<file path="config.mk">
export PLATFORM = sky130hd
export DESIGN_NAME = micro_seq
export DESIGN_NICKNAME = d
export VERILOG_FILES = /design/src/rtl/micro_seq_pkg.sv /design/src/rtl/micro_seq_cond.sv /design/src/rtl/micro_seq_stack.sv /design/src/rtl/micro_seq_nextaddr.sv /design/src/rtl/micro_seq.sv
export SDC_FILE = /design/constraint.sdc
export NUM_CORES = 1
export LEC_CHECK = 0
export BUFFER_PORTS_ARGS = -buffer_cell sky130_fd_sc_hd__buf_2
export CORE_MARGIN = 2
export CORE_UTILIZATION = 30
export DETAILED_ROUTE_END_ITERATION = 16
export GPL_ROUTABILITY_DRIVEN = 0
export PLACE_DENSITY_LB_ADDON = 0.25
export SYNTH_ARGS = -nofsm -noshare
export SYNTH_HDL_FRONTEND = slang
export SYNTH_SLANG_ARGS = --single-unit
</file>
<file path="constraint.sdc">
create_clock -name clk -period 2.9 [get_ports clk]
set_input_delay 0.145 -clock clk [delete_from_list [all_inputs] [get_ports clk]]
set_output_delay 0.145 -clock clk [all_outputs]
set_load 0.005 [all_outputs]
</file>
<file path="src/rtl/micro_seq_pkg.sv">
package micro_seq_pkg;
  localparam int OP_W = 4;
  localparam int CC_W = 4;
  localparam int FLAG_W = 4;

  localparam logic [OP_W-1:0] OP_CONT = 4'd0;
  localparam logic [OP_W-1:0] OP_JUMP = 4'd1;
  localparam logic [OP_W-1:0] OP_CALL = 4'd2;
  localparam logic [OP_W-1:0] OP_RET  = 4'd3;
  localparam logic [OP_W-1:0] OP_MAP  = 4'd4;
  localparam logic [OP_W-1:0] OP_VEC  = 4'd5;

  typedef enum logic [2:0] {SRC_PC, SRC_BA, SRC_STK, SRC_MAP, SRC_VEC} src_e;
  typedef enum logic [1:0] {STK_HOLD, STK_PUSH, STK_POP} stk_e;
endpackage

</file>
<file path="src/rtl/micro_seq_cond.sv">
module micro_seq_cond
  import micro_seq_pkg::*;
(
  input  logic [OP_W-1:0]   op,
  input  logic [CC_W-1:0]   cc,
  input  logic [FLAG_W-1:0] flags,
  output logic              cond_ok,
  output src_e              src,
  output stk_e              stk_act
);
  logic flag_sel;
  logic raw_test;

  always_comb begin
    flag_sel = flags[cc[1:0]];
    raw_test = cc[2] ? flag_sel : 1'b1;
    cond_ok  = raw_test ^ cc[3];
    src      = SRC_PC;
    stk_act  = STK_HOLD;
    if (cond_ok) begin
      case (op)
        OP_JUMP: src = SRC_BA;
        OP_CALL: begin src = SRC_BA;  stk_act = STK_PUSH; end
        OP_RET:  begin src = SRC_STK; stk_act = STK_POP;  end
        OP_MAP:  src = SRC_MAP;
        OP_VEC:  src = SRC_VEC;
        default: src = SRC_PC;
      endcase
    end
  end
endmodule

</file>
<file path="src/rtl/micro_seq_stack.sv">
module micro_seq_stack
  import micro_seq_pkg::*;
#(
  parameter int AW    = 8,
  parameter int DEPTH = 4,
  parameter int SPW   = $clog2(DEPTH + 1)
) (
  input  logic          clk,
  input  logic          rst_n,
  input  stk_e          act,
  input  logic [AW-1:0] push_val,
  output logic [AW-1:0] top,
  output logic [SPW-1:0] sp,
  output logic          err
);
  localparam logic [SPW-1:0] FULL = SPW'(DEPTH);

  logic [SPW-1:0] sp_q, sp_d, rd_idx;
  logic [AW-1:0]  mem_q [DEPTH];
  logic [DEPTH-1:0] wr_en;

  // pointer next state
  always_comb begin
    sp_d = sp_q;
    if (act == STK_PUSH && sp_q != FULL) sp_d = sp_q + SPW'(1);
    if (act == STK_POP && sp_q != '0)    sp_d = sp_q - SPW'(1);
  end

  always_ff @(posedge clk or negedge rst_n) begin
    if (!rst_n) sp_q <= '0;
    else        sp_q <= sp_d;
  end

  // one register per entry with its own write enable
  for (genvar g = 0; g < DEPTH; g++) begin : g_entry
    always_comb begin
      if (sp_q == FULL) wr_en[g] = (act == STK_PUSH) && (g == DEPTH - 1);
      else              wr_en[g] = (act == STK_PUSH) && (sp_q == SPW'(g));
    end

    always_ff @(posedge clk or negedge rst_n) begin
      if (!rst_n)        mem_q[g] <= '0;
      else if (wr_en[g]) mem_q[g] <= push_val;
    end
  end

  // read: top entry, or the bottom entry once the stack is empty
  always_comb begin
    rd_idx = (sp_q == '0) ? '0 : sp_q - SPW'(1);
    top    = mem_q[0];
    for (int i = 0; i < DEPTH; i++) begin
      if (rd_idx == SPW'(i)) top = mem_q[i];
    end
    err = (act == STK_POP) && (sp_q == '0);
    sp  = sp_q;
  end
endmodule

</file>
<file path="src/rtl/micro_seq_nextaddr.sv">
module micro_seq_nextaddr
  import micro_seq_pkg::*;
#(
  parameter int AW = 8
) (
  input  src_e          src,
  input  logic [AW-1:0] upc,
  input  logic [AW-1:0] branch,
  input  logic [AW-1:0] stk_top,
  input  logic [AW-1:0] map_addr,
  input  logic [AW-1:0] irq_addr,
  output logic [AW-1:0] nxt
);
  always_comb begin
    case (src)
      SRC_BA:  nxt = branch;
      SRC_STK: nxt = stk_top;
      SRC_MAP: nxt = map_addr;
      SRC_VEC: nxt = irq_addr;
      default: nxt = upc;
    endcase
  end
endmodule

</file>
<file path="src/rtl/micro_seq.sv">
module micro_seq
  import micro_seq_pkg::*;
#(
  parameter int AW    = 8,
  parameter int CW    = 8,
  parameter int DEPTH = 4
) (
  input  logic                  clk,
  input  logic                  rst_n,
  input  logic [CW+AW+7:0]      rom_data,
  input  logic [FLAG_W-1:0]     alu_flags,
  input  logic [AW-1:0]         map_addr,
  input  logic [AW-1:0]         irq_addr,
  output logic [AW-1:0]         uaddr,
  output logic [CW-1:0]         ctrl,
  output logic                  stk_err
);
  localparam int UW  = CW + AW + OP_W + CC_W;
  localparam int SPW = $clog2(DEPTH + 1);
  localparam int BA_LO = OP_W + CC_W;

  logic [UW-1:0]     pipe_q, pipe_d;
  logic [FLAG_W-1:0] status_q, status_d;
  logic [AW-1:0]     upc_q, upc_d;
  logic              pipe_en;

  logic [OP_W-1:0]   op;
  logic [CC_W-1:0]   cc;
  logic [AW-1:0]     ba;
  logic              cond_ok;
  src_e              src;
  stk_e              stk_act;
  logic [AW-1:0]     stk_top;
  logic [SPW-1:0]    sp_q;

  // fields of the executing word
  assign op   = pipe_q[OP_W-1:0];
  assign cc   = pipe_q[OP_W+CC_W-1:OP_W];
  assign ba   = pipe_q[BA_LO+AW-1:BA_LO];
  assign ctrl = pipe_q[UW-1:BA_LO+AW];

  // next state: every register advances on every clock
  always_comb begin
    pipe_en  = 1'b1;
    pipe_d   = rom_data;
    status_d = alu_flags;
    upc_d    = uaddr + AW'(1);
  end

  always_ff @(posedge clk or negedge rst_n) begin
    if (!rst_n) begin
      pipe_q   <= '0;
      status_q <= '0;
      upc_q    <= '0;
    end else if (pipe_en) begin
      pipe_q   <= pipe_d;
      status_q <= status_d;
      upc_q    <= upc_d;
    end
  end

  micro_seq_cond u_cond (
    .op      (op),
    .cc      (cc),
    .flags   (status_q),
    .cond_ok (cond_ok),
    .src     (src),
    .stk_act (stk_act)
  );

  micro_seq_stack #(.AW(AW), .DEPTH(DEPTH), .SPW(SPW)) u_stack (
    .clk      (clk),
    .rst_n    (rst_n),
    .act      (stk_act),
    .push_val (upc_q),
    .top      (stk_top),
    .sp       (sp_q),
    .err      (stk_err)
  );

  micro_seq_nextaddr #(.AW(AW)) u_next (
    .src      (src),
    .upc      (upc_q),
    .branch   (ba),
    .stk_top  (stk_top),
    .map_addr (map_addr),
    .irq_addr (irq_addr),
    .nxt      (uaddr)
  );
endmodule

</file>
---- Word-level counts from Yosys, hierarchy flattened ----
Cells that the tools add are included.
word-level totals
  register bits after elaboration ......... 71
  input port bits ......................... 46
  output and inout bits ................... 17
  logic and storage cells ................. 61
cells by class
  add/subtract/negate cells ............... 3
  $lt $le $gt $ge ......................... 1
  equal/unequal tests ..................... 19
  muxes and demuxes ....................... 18
  bitwise logic cells ..................... 1
  reduce and logical (&&, ||, !) cells .... 11
operators by type and width
  operator                                                    number
  case mux 8 bit (4 select lines)                             1
  two-way mux 8 bit                                           3
  equality test 3 x 2 -> 1 bit, second input constant         6
  two-way mux 3 bit                                           4
  case mux 3 bit (4 select lines)                             1
  equality test 3 x 1 -> 1 bit, second input constant         3
  adder 8 x 1 -> 8 bit, second input constant                 1
  equality test 4 x 2 -> 1 bit, second input constant         2
  equality test 4 x 3 -> 1 bit, second input constant         2
  logical AND 1 bit                                           7
  equality test 3 bit, second input constant                  2
  two-way mux 1 bit                                           6
  equality test 4 x 1 -> 1 bit, second input constant         1
  case mux 2 bit (2 select lines)                             1
  adder 3 x 1 -> 3 bit, second input constant                 1
  logical NOT 3 bit                                           1
  less-than comparator 2 x 3 -> 1 bit, second input constant  1
  != test 3 bit, second input constant                        1
  nonzero test 3 bit                                          1
  subtractor 3 x 1 -> 3 bit, second input constant            1
  binary-select mux 1 bit (select 2 bit)                      1
  equality test 2 x 1 -> 1 bit, second input constant         1
  equality test 2 bit, second input constant                  1
  two-way mux 2 bit                                           1
  3 further kinds                                             3

---- Logic depth before layout (Yosys ltp) ----
Gate-level depths: netlist of run 1.
  depth in word-level cells ............... 9
  gate-level depth with buffers ........... 14
  depth with buffers taken out ............ 12

---- Cells and area by module ----
A second synthesis of run 1 with hierarchy kept.
second synthesis, totals
  cell total of the unflattened synthesis .. 310
  area total of the unflattened synthesis .. 3693.5 um^2
by module, submodules not included
  module              times used  cells each  area each (um^2)  seq. area each (um^2)
  micro_seq_stack     1           170         2010.7            875.8
  micro_seq           1           60          1077.3            900.9
  micro_seq_nextaddr  1           61          459.2             0.0
  micro_seq_cond      1           19          146.4             0.0

---- Worst setup path after synthesis of run 1 ----
OpenSTA, ideal clock, no wires.
  path type ............................... reg-to-reg
  start point ............................. register u_stack.sp_q[0] (netlist: u_stack.sp[0])
  end point ............................... register upc_q[6]
  library setup time ...................... 0.133 ns
  arrival ................................. 2.759 ns
  data required time ...................... 2.767 ns
  slack ................................... 0.008 ns
  cell stages (with the launch flop) ...... 13
  path buffers ............................ 2
  period minus slack after synthesis ...... 2.892 ns
  cell sequence ........................... dfrtp_1 -> inv_1 -> ha_1 -> buf_6 -> or4b_4 -> a31o_1 -> buf_6 -> o211a_1 -> o32a_2 -> ha_1 -> nand2_1 -> nor3_1 -> xnor2_1
between the ends
  cells in the longest elaborated chain, start to end .. 8
  elaborated cells between the ends (all ways) .. 11
  those cells by class .................... 2 x add/sub; 3 x eq/ne; 5 x mux; 1 x reduce/logical
ends and longest elaborated chain
  what                                                                   line                      source
  start, declared                                                        micro_seq_stack.sv:18     logic [SPW-1:0] sp_q, sp_d, rd_idx;
  start signal, assigned                                                 micro_seq_stack.sv:31     else sp_q <= sp_d;
  subtractor 3 x 1 -> 3 bit / logical NOT 3 bit (equally long branches)  micro_seq_stack.sv:49     rd_idx = (sp_q == '0) ? '0 : sp_q - SPW'(1);
  two-way mux 3 bit (*)                                                  micro_seq_stack.sv:49
  equality test 3 x 1 -> 1 bit                                           micro_seq_stack.sv:52     if (rd_idx == SPW'(i)) top = mem_q[i];
  two-way mux 8 bit (2 in a row)                                         micro_seq_stack.sv:52
  two-way mux 8 bit (*)                                                  micro_seq_stack.sv:52
  case mux 8 bit (4 select lines) (*)                                    micro_seq_nextaddr.sv:15  case (src)
  via uaddr[0]                                                           micro_seq.sv:14           output logic [AW-1:0] uaddr,
  adder 8 x 1 -> 8 bit (*)                                               micro_seq.sv:47           upc_d = uaddr + AW'(1);
  via upc_d[6]                                                           micro_seq.sv:24           logic [AW-1:0] upc_q, upc_d;
  end signal, assigned                                                   micro_seq.sv:58           upc_q <= upc_d;
  end, declared                                                          micro_seq.sv:24
Mark *: on every way through the listed nets, which the timed path passes. The rest lies on a longest branch.
A chain may end at the register's enable or synchronous reset.

---- Worst setup path in the final report of run 1 ----
  start point ............................. register u_stack.sp_q[1] (netlist: u_stack.sp[1])
  end point ............................... output uaddr[0]
between the ends
  cells in the longest elaborated chain, start to end .. 7
  elaborated cells between the ends (all ways) .. 10
  those cells by class .................... 1 x add/sub; 3 x eq/ne; 5 x mux; 1 x reduce/logical
ends and longest elaborated chain
  what                                                                   line
  subtractor 3 x 1 -> 3 bit / logical NOT 3 bit (equally long branches)  micro_seq_stack.sv:49
  two-way mux 3 bit (*)                                                  micro_seq_stack.sv:49
  equality test 3 x 1 -> 1 bit                                           micro_seq_stack.sv:52
  two-way mux 8 bit (2 in a row)                                         micro_seq_stack.sv:52
  two-way mux 8 bit (*)                                                  micro_seq_stack.sv:52
  case mux 8 bit (4 select lines) (*)                                    micro_seq_nextaddr.sv:15
  end, declared                                                          micro_seq.sv:14
Every way passes the cells marked *; elsewhere a longest branch is shown, timed or not.

==> results of run 1 <==
==> critical path, stage by stage, from the launching register on <==
cell and delay, ns:
sky130_fd_sc_hd__dfrtp_1 0.34, sky130_fd_sc_hd__inv_1 0.10, sky130_fd_sc_hd__ha_2 0.23, sky130_fd_sc_hd__or4b_4 0.54
sky130_fd_sc_hd__a31o_4 0.26, sky130_fd_sc_hd__o211a_1 0.21, sky130_fd_sc_hd__o32a_2 0.37, sky130_fd_sc_hd__buf_4 0.15
sky130_fd_sc_hd__buf_2 0.14
==> power by group through the flow <==
stage                     clock network (W)  logic [W]  registers [W]
after floorplan                           0   0.000835        0.00135
after global placement                    0    0.00116        0.00142
after detailed placement                  0    0.00117        0.00142
after CTS                           0.00117    0.00124        0.00140
after global routing                0.00121    0.00145        0.00144
final                               0.00115    0.00132        0.00141
==> flip-flops by register name (all words and copies together) (netlist names) <==
signal	count
upc_q	8
u_stack.sp	3
u_stack.mem_q	32
pipe_q	24
status_q	4
==> metrics by stage <==
| step | util | instances | total power, W | hold WS [ns] | worst slack, ns |
|---|---|---|---|---|---|
| 2_1_floorplan | - | 312 | 0.002187 | -0.1506 | 0.007744 |
| 5_1_grt | 0.4156 | 563 | 0.004106 | 0.4350 | 0.001300 |
| 4_1_cts | 0.4094 | 560 | 0.003822 | 0.4262 | 0.009161 |
| 3_5_place_dp | 0.3543 | 514 | 0.002587 | 0.2543 | 0.004486 |
| 3_3_place_gp | 0.3543 | 514 | 0.002572 | 0.2527 | 0.1334 |
| 6_report | 0.4156 | 563 | 0.003882 | 0.4337 | 0.07855 |
==> layer usage <==
layer,global-route usage,up-vias
met5,0,-
met4,0.06098,0
met3,0.03803,13
met2,0.2371,51
met1,0.1663,1315
li1,-,1335
==> repair_timing <==
| action | CTS | global route |
|---|---|---|
| gates resized for setup | 4 | 10 |
| endpoints found under the setup margin | 6 | 7 |
| pin swaps | 0 | 2 |
| endpoints found under the hold margin | 61 | 0 |
| cloned | 0 | 0 |
| hold buffers | 29 | 0 |
| buffers inserted | 1 | 3 |
==> path summary, 6_finish.rpt <==
check                                  start           endpoint  cells past startpoint
setup / recovery               u_stack.sp[1]           uaddr[0]                      8
hold / removal                   rom_data[7]          pipe_q[7]                      2
setup reg to reg               u_stack.sp[1]           upc_q[7]                     11
hold reg to reg            u_stack.mem_q[11]  u_stack.mem_q[11]                      1
max in group asynchronous              rst_n          pipe_q[8]                      3
min in group asynchronous              rst_n  u_stack.mem_q[20]                      2
==> cell type report <==
class,count,area (sq um),area share
sequential,71,1777,0.3712
multi-input combinational,209,1679,0.3508
timing repair buffer,115,805.8,0.1684
clock buffer,9,225.2,0.04706
tap,143,178.9,0.03739
clock inverter,7,86.33,0.01804
inverter,9,33.78,0.007059
==> synthesized netlist by cell type (all sizes together) (6+ instances only) <==
master  instances  area share
nor2b           7       0.012
ha              7       0.025
nor2           18       0.020
mux2           36        0.11
o211ai          6       0.014
nand2          28       0.029
dfrtp          71        0.50
clkbuf          7      0.0074
xnor2           7       0.017
o21ai          16       0.022
inv             9      0.0095
buf            16       0.032
a21oi          12       0.017
==> kinds of logic after synthesis <==
family / synth area share
AND/OR/NAND/NOR: 0.1318
flip-flops: 0.4979
AO/OA/AOI/OAI: 0.1483
multiplexers: 0.1192
buffers and inverters: 0.04874
XOR/XNOR: 0.02945
adder cells (fa/ha/maj): 0.02454
==> results.rst, run 1 <==
.. list-table::
   :header-rows: 1

   * - Metric
     - Value
   * - Relative contribution of sequential cells to total power
     - 0.363
   * - Number of hold violations in the final report
     - 0
   * - Flip-flop and latch count after synthesis
     - between 70 and 80
   * - Crit Path Class
     - flop to output port
   * - Critical path endpoint category
     - output port
   * - RSZ-0062 raised after global routing
     - false
   * - Combinational power share
     - 0.341
   * - Largest net degree at the start of global routing
     - 39
   * - Die boundary width
     - ~110 microns
   * - Global route overflow
     - 0
   * - Detailed router's first-iteration violation count
     - roughly 100
   * - Max clock buf depth
     - 2
   * - Max capacitance violation total
     - 0
   * - Wire length on met1
     - 3771 microns
   * - Required time of the worst setup path
     - between 2 and 3 ns
   * - Vias per Instance
     - 4.821
   * - Number of nets in the synthesized netlist
     - between 300 and 400
   * - CTS Root Buffer Type
     - sky130_fd_sc_hd__clkbuf_16
   * - Length of routed met2 wiring
     - around 4200 microns
   * - Highest metal layer with signal wires
     - met4
   * - Share of post-route cells with drive strength above 1
     - 0.3881
   * - Clock tree from TritonCTS
     - done
   * - Number of nets in the finished design
     - 468
   * - Arrival time of the worst setup path
     - between 2 and 3 ns
   * - Number of failing setup endpoints in the final timing report
     - 0
   * - Internal
     - approximately 0.0026 W
   * - Shortest period the worst path allows
     - 2.821 ns
   * - Total Wirelength
     - 8457 microns
   * - Worst-case clock skew
     - 0.007754 ns
   * - Max Transition Viols Final
     - 0
   * - Die boundary height
     - 113.1 microns
   * - Portion of total power attributed to the clock network
     - 0.296
   * - Detail Placement HPWL
     - approximately 6200 microns
   * - Deepest level of the CTS H-tree
     - 3
   * - Run status
     - finished, final reports clean
   * - Most frequent standard cell in the layout excluding fill and tap cells
     - sky130_fd_sc_hd__dfrtp_1
   * - Post-DR wirelength/cell
     - between 15 and 20 microns
   * - Layout overhead on the synthesized area
     - 34.12%
   * - Instance area at placement
     - just over 0.004 sq mm
   * - Psw
     - between 0.001 and 0.0015 W
   * - Leakage power figure
     - 2.197 nW
   * - Cell Pwr Density
     - ~800 mW/mm^2
   * - Synthesis warning total
     - 0
   * - Clock tree sinks
     - just over 70
   * - Post-Syn Area
     - ~0.0036 sq mm
   * - Final design area excluding fillers
     - around 0.0048 sq mm
   * - Ports placed on the boundary
     - 63
   * - Worst slew slack as a fraction of its limit
     - 0.4423
   * - Category of the worst setup path launch point
     - flop
   * - Portion of the post-synthesis area used by sequential elements
     - 0.4979
   * - Most used flip-flop cell after synthesis
     - sky130_fd_sc_hd__dfrtp_1
   * - Maximum fanout count along the critical path
     - 6
   * - Sum of met3 wire segment lengths after detailed routing
     - between 200 and 300 microns
   * - Syn_area_per_cell
     - approximately 11 sq um
   * - Core Region
     - 0.01152 sq mm
   * - Flop2flop setup slack
     - approximately 0.15 ns
   * - TNS Setup
     - 0 ns
   * - Effective utilization at floorplan
     - 0.3099
   * - Count of unresolved DRC violations after routing
     - 0
   * - Net switching fraction of the power
     - 0.3380
   * - Leading cell types in the layout, fill and taps excluded
     - sky130_fd_sc_hd__dfrtp_1 (71), sky130_fd_sc_hd__buf_2 (62), sky130_fd_sc_hd__mux2_2 (36)
   * - Count of port buffers added during placement
     - between 60 and 70
   * - Min-Delay Path Class
     - input port to flop
   * - Slew at the pin with the worst max-slew slack
     - ~0.84 ns
   * - Async set or reset register ratio after synthesis
     - 1.000
   * - Number of enable flip-flop cells after synthesis
     - 0
   * - Peak VDD IR
     - between 0.3 and 0.4 mV
   * - Antenna cell count
     - 0
   * - Total CTS buffers
     - 9
   * - Initial antenna violation count
     - 0
   * - Number of different library cells in the post-synthesis netlist
     - 57
   * - Vias in the first global route
     - ~2800
   * - Clock-pin slew on the worst setup and hold paths
     - about 0.060 ns
   * - Remaining number of nets flagged by the antenna check after routing
     - 0
   * - Area enclosed by the die boundary
     - around 0.013 sq mm
   * - Wire length of the first global-routing pass
     - roughly 14000 microns
   * - GRT Total Usage
     - 0.1397
   * - Worst skew pair latency
     - roughly 0.34 ns
   * - Cell count after synthesis
     - 312
   * - DR pass1 iterations
     - 4
   * - Max Fclk
     - around 350 MHz
   * - Cell row count
     - 39
   * - Number of fillers in the final layout
     - between 1000 and 1500
   * - Number of vias after detailed routing
     - between 2000 and 3000
   * - Final worst-path cycle share
     - 0.9729
No activity file was read; power rests on OpenSTA's default activity.
==> run 2: changes to the inputs <==
--- a/config.mk
+++ b/config.mk
@@ -11,6 +11,8 @@
 export DETAILED_ROUTE_END_ITERATION = 16
 export GPL_ROUTABILITY_DRIVEN = 0
 export PLACE_DENSITY_LB_ADDON = 0.25
+export REMOVE_ABC_BUFFERS = 1
+export SETUP_SLACK_MARGIN = 0.2
 export SYNTH_ARGS = -nofsm -noshare
 export SYNTH_HDL_FRONTEND = slang
 export SYNTH_SLANG_ARGS = --single-unit
==> run 2 against run 1 <==
  * Final area up 5.3%
  * Die area unchanged
  * Clock skew up 0.0012 ns
  * Power up 7.0%
  * Routed wire length up 7.1%
  * Clock power down 3%
  * Global-route usage up 0.87 points
  * Highest routed layer unchanged
==> results.rst, run 2 (synthesized netlist as in run 1, its figures left out) <==
.. list-table::
   :header-rows: 1

   * - Metric
     - Value
   * - Wire length of the first global-routing pass
     - ~15000 microns
   * - Number of failing setup endpoints in the final timing report
     - 0
   * - Largest register by flop count
     - u_stack.mem_q
   * - Max Transition Viols Final
     - 0
   * - Leading cell types in the layout, fill and taps excluded
     - sky130_fd_sc_hd__dfrtp_1 (70), sky130_fd_sc_hd__buf_2 (59), sky130_fd_sc_hd__mux2_2 (36), sky130_fd_sc_hd__buf_4 (36), sky130_fd_sc_hd__dlygate4sd3_1 (29)
   * - Net switching fraction of the power
     - 0.3336
   * - GRT Total Usage
     - 0.1484
   * - Ports placed on the boundary
     - 63
   * - Layout overhead on the synthesized area
     - 41.16%
   * - Final design area excluding fillers
     - just over 0.005 sq mm
   * - Clock-pin slew on the worst setup and hold paths
     - around 0.06 ns
   * - Core Region
     - approximately 0.012 sq mm
   * - Leakage power figure
     - about 2.3 nW
   * - Portion of total power attributed to the clock network
     - 0.267
   * - Chain of cells forming the critical path
     - inv_2 -> ha_4 -> or4b_4 -> a31o_4 -> buf_4 -> o221ai_2 -> nand4_1 -> nor2b_4 -> buf_4 -> buf_2
   * - Count of port buffers added during placement
     - slightly above 60
   * - Post-DR wirelength/cell
     - 15.53 microns
   * - Clock tree sinks
     - around 70
   * - Clock tree from TritonCTS
     - done
   * - Worst skew pair latency
     - between 0.3 and 0.4 ns
   * - CTS Root Buffer Type
     - sky130_fd_sc_hd__clkbuf_16
   * - Vias in the first global route
     - 2954
   * - Final standard cell count with taps included and fillers excluded
     - 583
   * - Run status
     - finished, final reports clean
   * - Category of the worst setup path launch point
     - flop
   * - Count of unresolved DRC violations after routing
     - 0
   * - Deepest level of the CTS H-tree
     - 3
   * - Number of hold violations in the final report
     - 0
   * - Effective utilization at floorplan
     - 0.3099
   * - Biggest registers after layout
     - u_stack.mem_q: 32 flops, pipe_q: 24 flops, upc_q: 8 flops
   * - Area enclosed by the die boundary
     - around 0.013 sq mm
   * - Detailed router's first-iteration violation count
     - 118
   * - Shortest period the worst path allows
     - roughly 2.8 ns
   * - Util after Layout
     - 0.4374
   * - Max clock buf depth
     - 2
   * - Internal
     - between 0.002 and 0.003 W
   * - Cell Pwr Density
     - slightly above 800 mW/mm^2
   * - Cell row count
     - 39
   * - Remaining number of nets flagged by the antenna check after routing
     - 0
   * - Largest net degree at the start of global routing
     - 40
   * - Worst-case clock skew
     - a little under 0.009 ns
   * - Final worst-path cycle share
     - 0.9741
   * - Crit-path leading delay family
     - simple AND/OR/NAND/NOR gates
   * - Worst slew slack as a fraction of its limit
     - 0.4990
   * - CP peak stage delay
     - approximately 0.54 ns
   * - Global route overflow
     - 0
   * - RSZ-0062 raised after global routing
     - true
   * - Slowest library cell on the worst path
     - sky130_fd_sc_hd__or4b_4
   * - Die boundary width
     - 113.1 microns
   * - Die boundary height
     - roughly 110 microns
   * - Most frequent standard cell in the layout excluding fill and tap cells
     - sky130_fd_sc_hd__dfrtp_1
   * - Number of nets in the finished design
     - between 400 and 500
   * - Peak VDD IR
     - 0.4016 mV
   * - Initial antenna violation count
     - 0
   * - Number of cells in the design after placement
     - around 520
   * - Relative contribution of sequential cells to total power
     - 0.345
   * - Max reg flops
     - 32
   * - DR pass1 iterations
     - 4
   * - Vias per Instance
     - roughly 4.8
   * - Psw
     - about 0.0014 W
   * - Max Fclk
     - about 350 MHz
   * - Arrival time of the worst setup path
     - 2.68 ns
   * - Required time of the worst setup path
     - approximately 2.8 ns
   * - Critical path endpoint category
     - output port
   * - Maximum fanout count along the critical path
     - 6
   * - Number of buffer and inverter instances along the worst setup path
     - 4
   * - Detail Placement HPWL
     - approximately 6200 microns
   * - Most used cell, CP
     - sky130_fd_sc_hd__buf_4
   * - Slew at the pin with the worst max-slew slack
     - between 0.7 and 0.8 ns
   * - Combinational power share
     - 0.388
   * - Total CTS buffers
     - 9
   * - Total Wirelength
     - slightly above 9000 microns
   * - Antenna cell count
     - 0
   * - Number of vias after detailed routing
     - ~2800
   * - Instance area at placement
     - 0.004110 sq mm
   * - Max capacitance violation total
     - 0
   * - Crit Path Class
     - flop to output port
   * - Share of post-route cells with drive strength above 1
     - 0.4409
   * - Beginning of the worst register-to-register path
     - u_stack.sp[0]
   * - Worst setup path startpoint
     - u_stack.sp[0]
   * - Min-Delay Path Class
     - input port to asynchronous set/reset pin
[run 2: routing by layer]
metal	up-vias	wire length, microns	part of all wire	track usage
li1	1368	-	-	-
met1	1339	4113	0.45	0.1856
met2	85	4313	0.48	0.2435
met3	13	509	0.056	0.05356
met4	0	119	0.013	0.04065
met5	-	0	0	0
[run 2: final timing paths]
path / slack [ns] / end / cells after the start
min in group clk: 0.43 / pipe_q[3] / 2
min: 0.42 / pipe_q[17] / 2
max: 0.08 / uaddr[1] / 10
max reg2reg: 0.08 / upc_q[5] / 12
min reg2reg: 0.51 / u_stack.mem_q[6] / 1
max in group asynchronous: 1.81 / u_stack.mem_q[31] / 3
[run 2: what timing repair did]
item | CTS | global route
resized for setup | 24 | 21
endpoints found under the setup margin | 13 | 30
buffers inserted | 15 | 5
hold buffers | 29 | 0
cloned | 0 | 0
hold endpoints to repair | 60 | 0
pin swaps | 9 | 21
[run 2: worst reg2reg max path: stages, from the launching register on]
cell                       delay, ns
sky130_fd_sc_hd__dfrtp_1        0.38
sky130_fd_sc_hd__inv_2          0.09
sky130_fd_sc_hd__ha_4           0.18
sky130_fd_sc_hd__or4b_4         0.54
sky130_fd_sc_hd__a31o_4         0.27
sky130_fd_sc_hd__buf_4          0.13
sky130_fd_sc_hd__o211a_1        0.22
sky130_fd_sc_hd__o32a_4         0.39
sky130_fd_sc_hd__buf_4          0.15
sky130_fd_sc_hd__nand4b_4       0.11
sky130_fd_sc_hd__buf_4          0.12
sky130_fd_sc_hd__nor2_2         0.03
sky130_fd_sc_hd__xnor2_1        0.11
[run 2: area by class of cell]
type / instances / area, sq um
clock buffers: 10 / 229.0
clock inverters: 6 / 68.82
fillers: 1065 / 6479
inverters: 9 / 33.78
multi-input cells: 209 / 1760
flip-flops and latches: 71 / 1778
well taps: 143 / 178.9
repair buffers: 135 / 988.4
[run 2: power groups by stage]
stage          Combinational, W  Clock (W)  Sequential (W)
4_1_cts                 0.00146    0.00114         0.00142
2_1_floorplan          0.000763          0         0.00137
5_1_grt                 0.00174    0.00119         0.00147
3_3_place_gp            0.00116          0         0.00143
6_report                0.00161    0.00111         0.00143
3_5_place_dp            0.00119          0         0.00143
[run 2: metrics by stage]
stage                     hold slack (ns)  setup TNS (ns)  total power (W)  worst slack (ns)
after floorplan                   -0.1506        -0.01593         0.002134          -0.01593
after global placement             0.2522               0         0.002593            0.1257
after detailed placement           0.2547               0         0.002617           0.05190
after CTS                          0.4219               0         0.004023            0.1058
after global routing               0.4324               0         0.004397          0.003394
final                              0.4174               0         0.004155           0.07506
==> run 3: changes to the inputs <==
--- a/config.mk
+++ b/config.mk
@@ -7,12 +7,13 @@
 export LEC_CHECK = 0
 export BUFFER_PORTS_ARGS = -buffer_cell sky130_fd_sc_hd__buf_2
 export CORE_MARGIN = 2
-export CORE_UTILIZATION = 30
+export CORE_UTILIZATION = 51
 export DETAILED_ROUTE_END_ITERATION = 16
 export GPL_ROUTABILITY_DRIVEN = 0
-export PLACE_DENSITY_LB_ADDON = 0.25
+export PLACE_DENSITY = 0.77
 export REMOVE_ABC_BUFFERS = 1
 export SETUP_SLACK_MARGIN = 0.2
 export SYNTH_ARGS = -nofsm -noshare
 export SYNTH_HDL_FRONTEND = slang
+export SYNTH_HIERARCHICAL = 1
 export SYNTH_SLANG_ARGS = --single-unit
==> run 3 against run 2 <==
  * The run now ends with negative setup slack left
  * Routed wire length increased by 54%
  * Critical path depth increased by 2
  * Flip-flop and latch count unchanged
  * Highest routed layer unchanged
  * Largest cell class is now multi-input gates
  * Non-clock buffer count increased by 26
  * Utilization increased by 33 points
  * First-iteration DRC count increased to 3.6 times the previous value
  * Synthesized area increased by 3.4%
  * Clock power decreased by 9.9%
  * Register-to-register slack got worse by 0.44 ns
  * Count of clock-buffer cells in the layout unchanged
  * Largest power group unchanged
==> results.rst, run 3 <==
.. list-table::
   :header-rows: 1

   * - Metric
     - Value
   * - Post-Syn Area
     - 0.003690 sq mm
   * - Worst slew slack as a fraction of its limit
     - 0.3504
   * - Core Region
     - 0.007137 sq mm
   * - Psw
     - 0.001929 W
   * - Syn_area_per_cell
     - 11.94 sq um
   * - Portion of total power attributed to the clock network
     - 0.190
   * - Share of post-route cells with drive strength above 1
     - 0.5197
   * - Maximum fanout count along the critical path
     - 16
   * - Crit Path Class
     - flop to flop
   * - Clock tree sinks
     - between 70 and 80
   * - Number of nets in the finished design
     - between 500 and 600
   * - Cell count after synthesis
     - 309
   * - Total Wirelength
     - 13980 microns
   * - Instance area at placement
     - approximately 0.0042 sq mm
   * - Total CTS buffers
     - 9
   * - Number of buffer and inverter instances along the worst setup path
     - 2
   * - Leakage power figure
     - 2.512 nW
   * - Min-Delay Path Class
     - input port to flop
   * - Arrival time of the worst setup path
     - 3.51 ns
   * - Most frequent standard cell in the layout excluding fill and tap cells
     - sky130_fd_sc_hd__dfrtp_1
   * - Vias in the first global route
     - 3421
   * - Category of the worst setup path launch point
     - flop
   * - Final design area excluding fillers
     - 0.005489 sq mm
   * - Util after Layout
     - 0.7691
   * - Deepest level of the CTS H-tree
     - 3
   * - Die boundary width
     - 89.06 microns
   * - Combinational power share
     - 0.521
   * - Leading cell types in the layout, fill and taps excluded
     - sky130_fd_sc_hd__dfrtp_1 (71), sky130_fd_sc_hd__buf_2 (57), sky130_fd_sc_hd__buf_4 (46)
   * - Largest net degree at the start of global routing
     - 43
   * - Global route overflow
     - 0
   * - Most used cell, CP
     - sky130_fd_sc_hd__buf_4
   * - Die boundary height
     - ~89 microns
   * - CTS Root Buffer Type
     - sky130_fd_sc_hd__clkbuf_8
   * - Biggest registers after layout
     - u_stack/mem_q: 32 flops, pipe_q: 24 flops, upc_q: 8 flops
   * - Synthesis warning total
     - 6
   * - Layout overhead on the synthesized area
     - 48.76%
   * - Worst skew pair latency
     - 0.36 ns
   * - Wire length of the first global-routing pass
     - between 15000 and 20000 microns
   * - Number of hold violations in the final report
     - 0
   * - Relative contribution of sequential cells to total power
     - 0.289
   * - Detailed router's first-iteration violation count
     - 428
   * - Run status
     - finished, violations left
   * - CP peak stage delay
     - around 0.48 ns
   * - Critical path endpoint category
     - flop
   * - Worst-case clock skew
     - 0.01698 ns
   * - Slowest library cell on the worst path
     - sky130_fd_sc_hd__nor3_2
   * - Required time of the worst setup path
     - roughly 3.1 ns
   * - RSZ-0062 raised after global routing
     - true
   * - Post-DR wirelength/cell
     - ~25 microns
   * - Detail Placement HPWL
     - between 5000 and 6000 microns
   * - Antenna cell count
     - 0
   * - Cell row count
     - 31
   * - Max capacitance violation total
     - 0
   * - Area enclosed by the die boundary
     - about 0.008 sq mm
   * - Max Fclk
     - a little over 300 MHz
   * - Ports placed on the boundary
     - 63
   * - Count of unresolved DRC violations after routing
     - 0
   * - Chain of cells forming the critical path
     - mux2_4 -> o22ai_4 -> xor2_4 -> nor3_2 -> buf_4 -> nand3b_1 -> a21oi_1 -> o22a_1 -> buf_4 -> and3_4 -> nand3_2 -> xnor2_2
   * - Count of port buffers added during placement
     - 62
   * - Shortest period the worst path allows
     - about 3.3 ns
   * - Max reg flops
     - 32
   * - Net switching fraction of the power
     - 0.3659
   * - Clock tree from TritonCTS
     - done
   * - Max clock buf depth
     - 2
   * - Internal
     - around 0.0033 W
   * - Vias per Instance
     - 6.352
   * - Largest register by flop count
     - u_stack/mem_q
   * - Final worst-path cycle share
     - 1.127
   * - Violated checks
     - negative setup slack
   * - Max Transition Viols Final
     - 0
   * - Peak VDD IR
     - 0.6271 mV
   * - Worst Slack Setup Final
     - -0.3676 ns
   * - Cell Pwr Density
     - approximately 960 mW/mm^2
   * - Effective utilization at floorplan
     - 0.5170
   * - Initial antenna violation count
     - 0
   * - Number of vias after detailed routing
     - between 3000 and 4000
   * - Slew at the pin with the worst max-slew slack
     - roughly 0.97 ns
   * - DR pass1 iterations
     - 7
   * - GRT Total Usage
     - 0.2979
   * - Remaining number of nets flagged by the antenna check after routing
     - 0
   * - Number of failing setup endpoints in the final timing report
     - 15
   * - Clock-pin slew on the worst setup and hold paths
     - 0.09 ns
   * - Crit-path leading delay family
     - simple AND/OR/NAND/NOR gates
==> run 3: worst paths after layout <==
check | from | endpoint | slack, ns | cells past startpoint
max reg2reg | pipe_q[5] | upc_q[6] | -0.37 | 12
max in group asynchronous | rst_n | u_stack/mem_q[10] | 1.61 | 3
max | pipe_q[5] | upc_q[6] | -0.37 | 12
min reg2reg | u_stack/mem_q[17] | u_stack/mem_q[17] | 0.51 | 1
min in group asynchronous | rst_n | u_stack/sp[2] | 0.48 | 2
min | rom_data[21] | pipe_q[21] | 0.42 | 2
==> run 3: per-stage QoR <==
step | setup TNS [ns] | cells | power (W) | setup WS (ns) | hold WS (ns)
2_1_floorplan | -6.750 | 282 | 0.002466 | -0.6720 | -0.1506
3_3_place_gp | 0 | 478 | 0.003045 | 0.02006 | 0.2524
3_5_place_dp | -0.05725 | 478 | 0.003105 | -0.04863 | 0.2543
4_1_cts | -1.260 | 546 | 0.004623 | -0.1626 | 0.3641
5_1_grt | -4.759 | 557 | 0.005416 | -0.4536 | 0.4138
6_report | -3.740 | 557 | 0.005273 | -0.3676 | 0.4157
==> run 3: routing by layer <==
layer | vias up | GRT usage | routed length (microns)
met5 | - | 0 | 0
met4 | 0 | 0.1099 | 764
met3 | 88 | 0.06002 | 1456
met2 | 301 | 0.5237 | 6834
met1 | 1743 | 0.3636 | 4924
li1 | 1406 | - | -
==> run 3: final cells by class <==
class	instances	area, sq um
inverter	4	15.01
clock buffer	10	137.6
tap	99	123.9
timing repair buffer	161	1300
clock inverter	5	106.4
multi-input combinational	207	2029
fill	369	1648
sequential	71	1777
==> run 3: what timing repair did <==
action,CTS,global route
hold buffers,29,0
endpoints found under the hold margin,68,0
buffers inserted,24,10
resized for setup,51,37
pin swaps,26,35
setup endpoints to repair,15,45
cloned,0,1
==> run 3: worst reg2reg max path, cell delays in order, from the launching register on <==
cell,delay (ns)
sky130_fd_sc_hd__dfrtp_1,0.42
sky130_fd_sc_hd__mux2_4,0.32
sky130_fd_sc_hd__o22ai_4,0.20
sky130_fd_sc_hd__xor2_4,0.14
sky130_fd_sc_hd__nor3_2,0.48
sky130_fd_sc_hd__buf_4,0.31
sky130_fd_sc_hd__nand3b_1,0.13
sky130_fd_sc_hd__a21oi_1,0.22
sky130_fd_sc_hd__o22a_1,0.24
sky130_fd_sc_hd__buf_4,0.18
sky130_fd_sc_hd__and3_4,0.22
sky130_fd_sc_hd__nand3_2,0.13
sky130_fd_sc_hd__xnor2_2,0.17
==> run 3: power groups by stage <==
| stage | clock network [W] | registers [W] | logic, W |
|---|---|---|---|
| finish | 0.00100 | 0.00152 | 0.00275 |
| detailed placement | 0 | 0.00148 | 0.00163 |
| global placement | 0 | 0.00146 | 0.00158 |
| global route | 0.00104 | 0.00154 | 0.00283 |
| CTS | 0.000975 | 0.00147 | 0.00218 |
| floorplan | 0 | 0.00145 | 0.00101 |
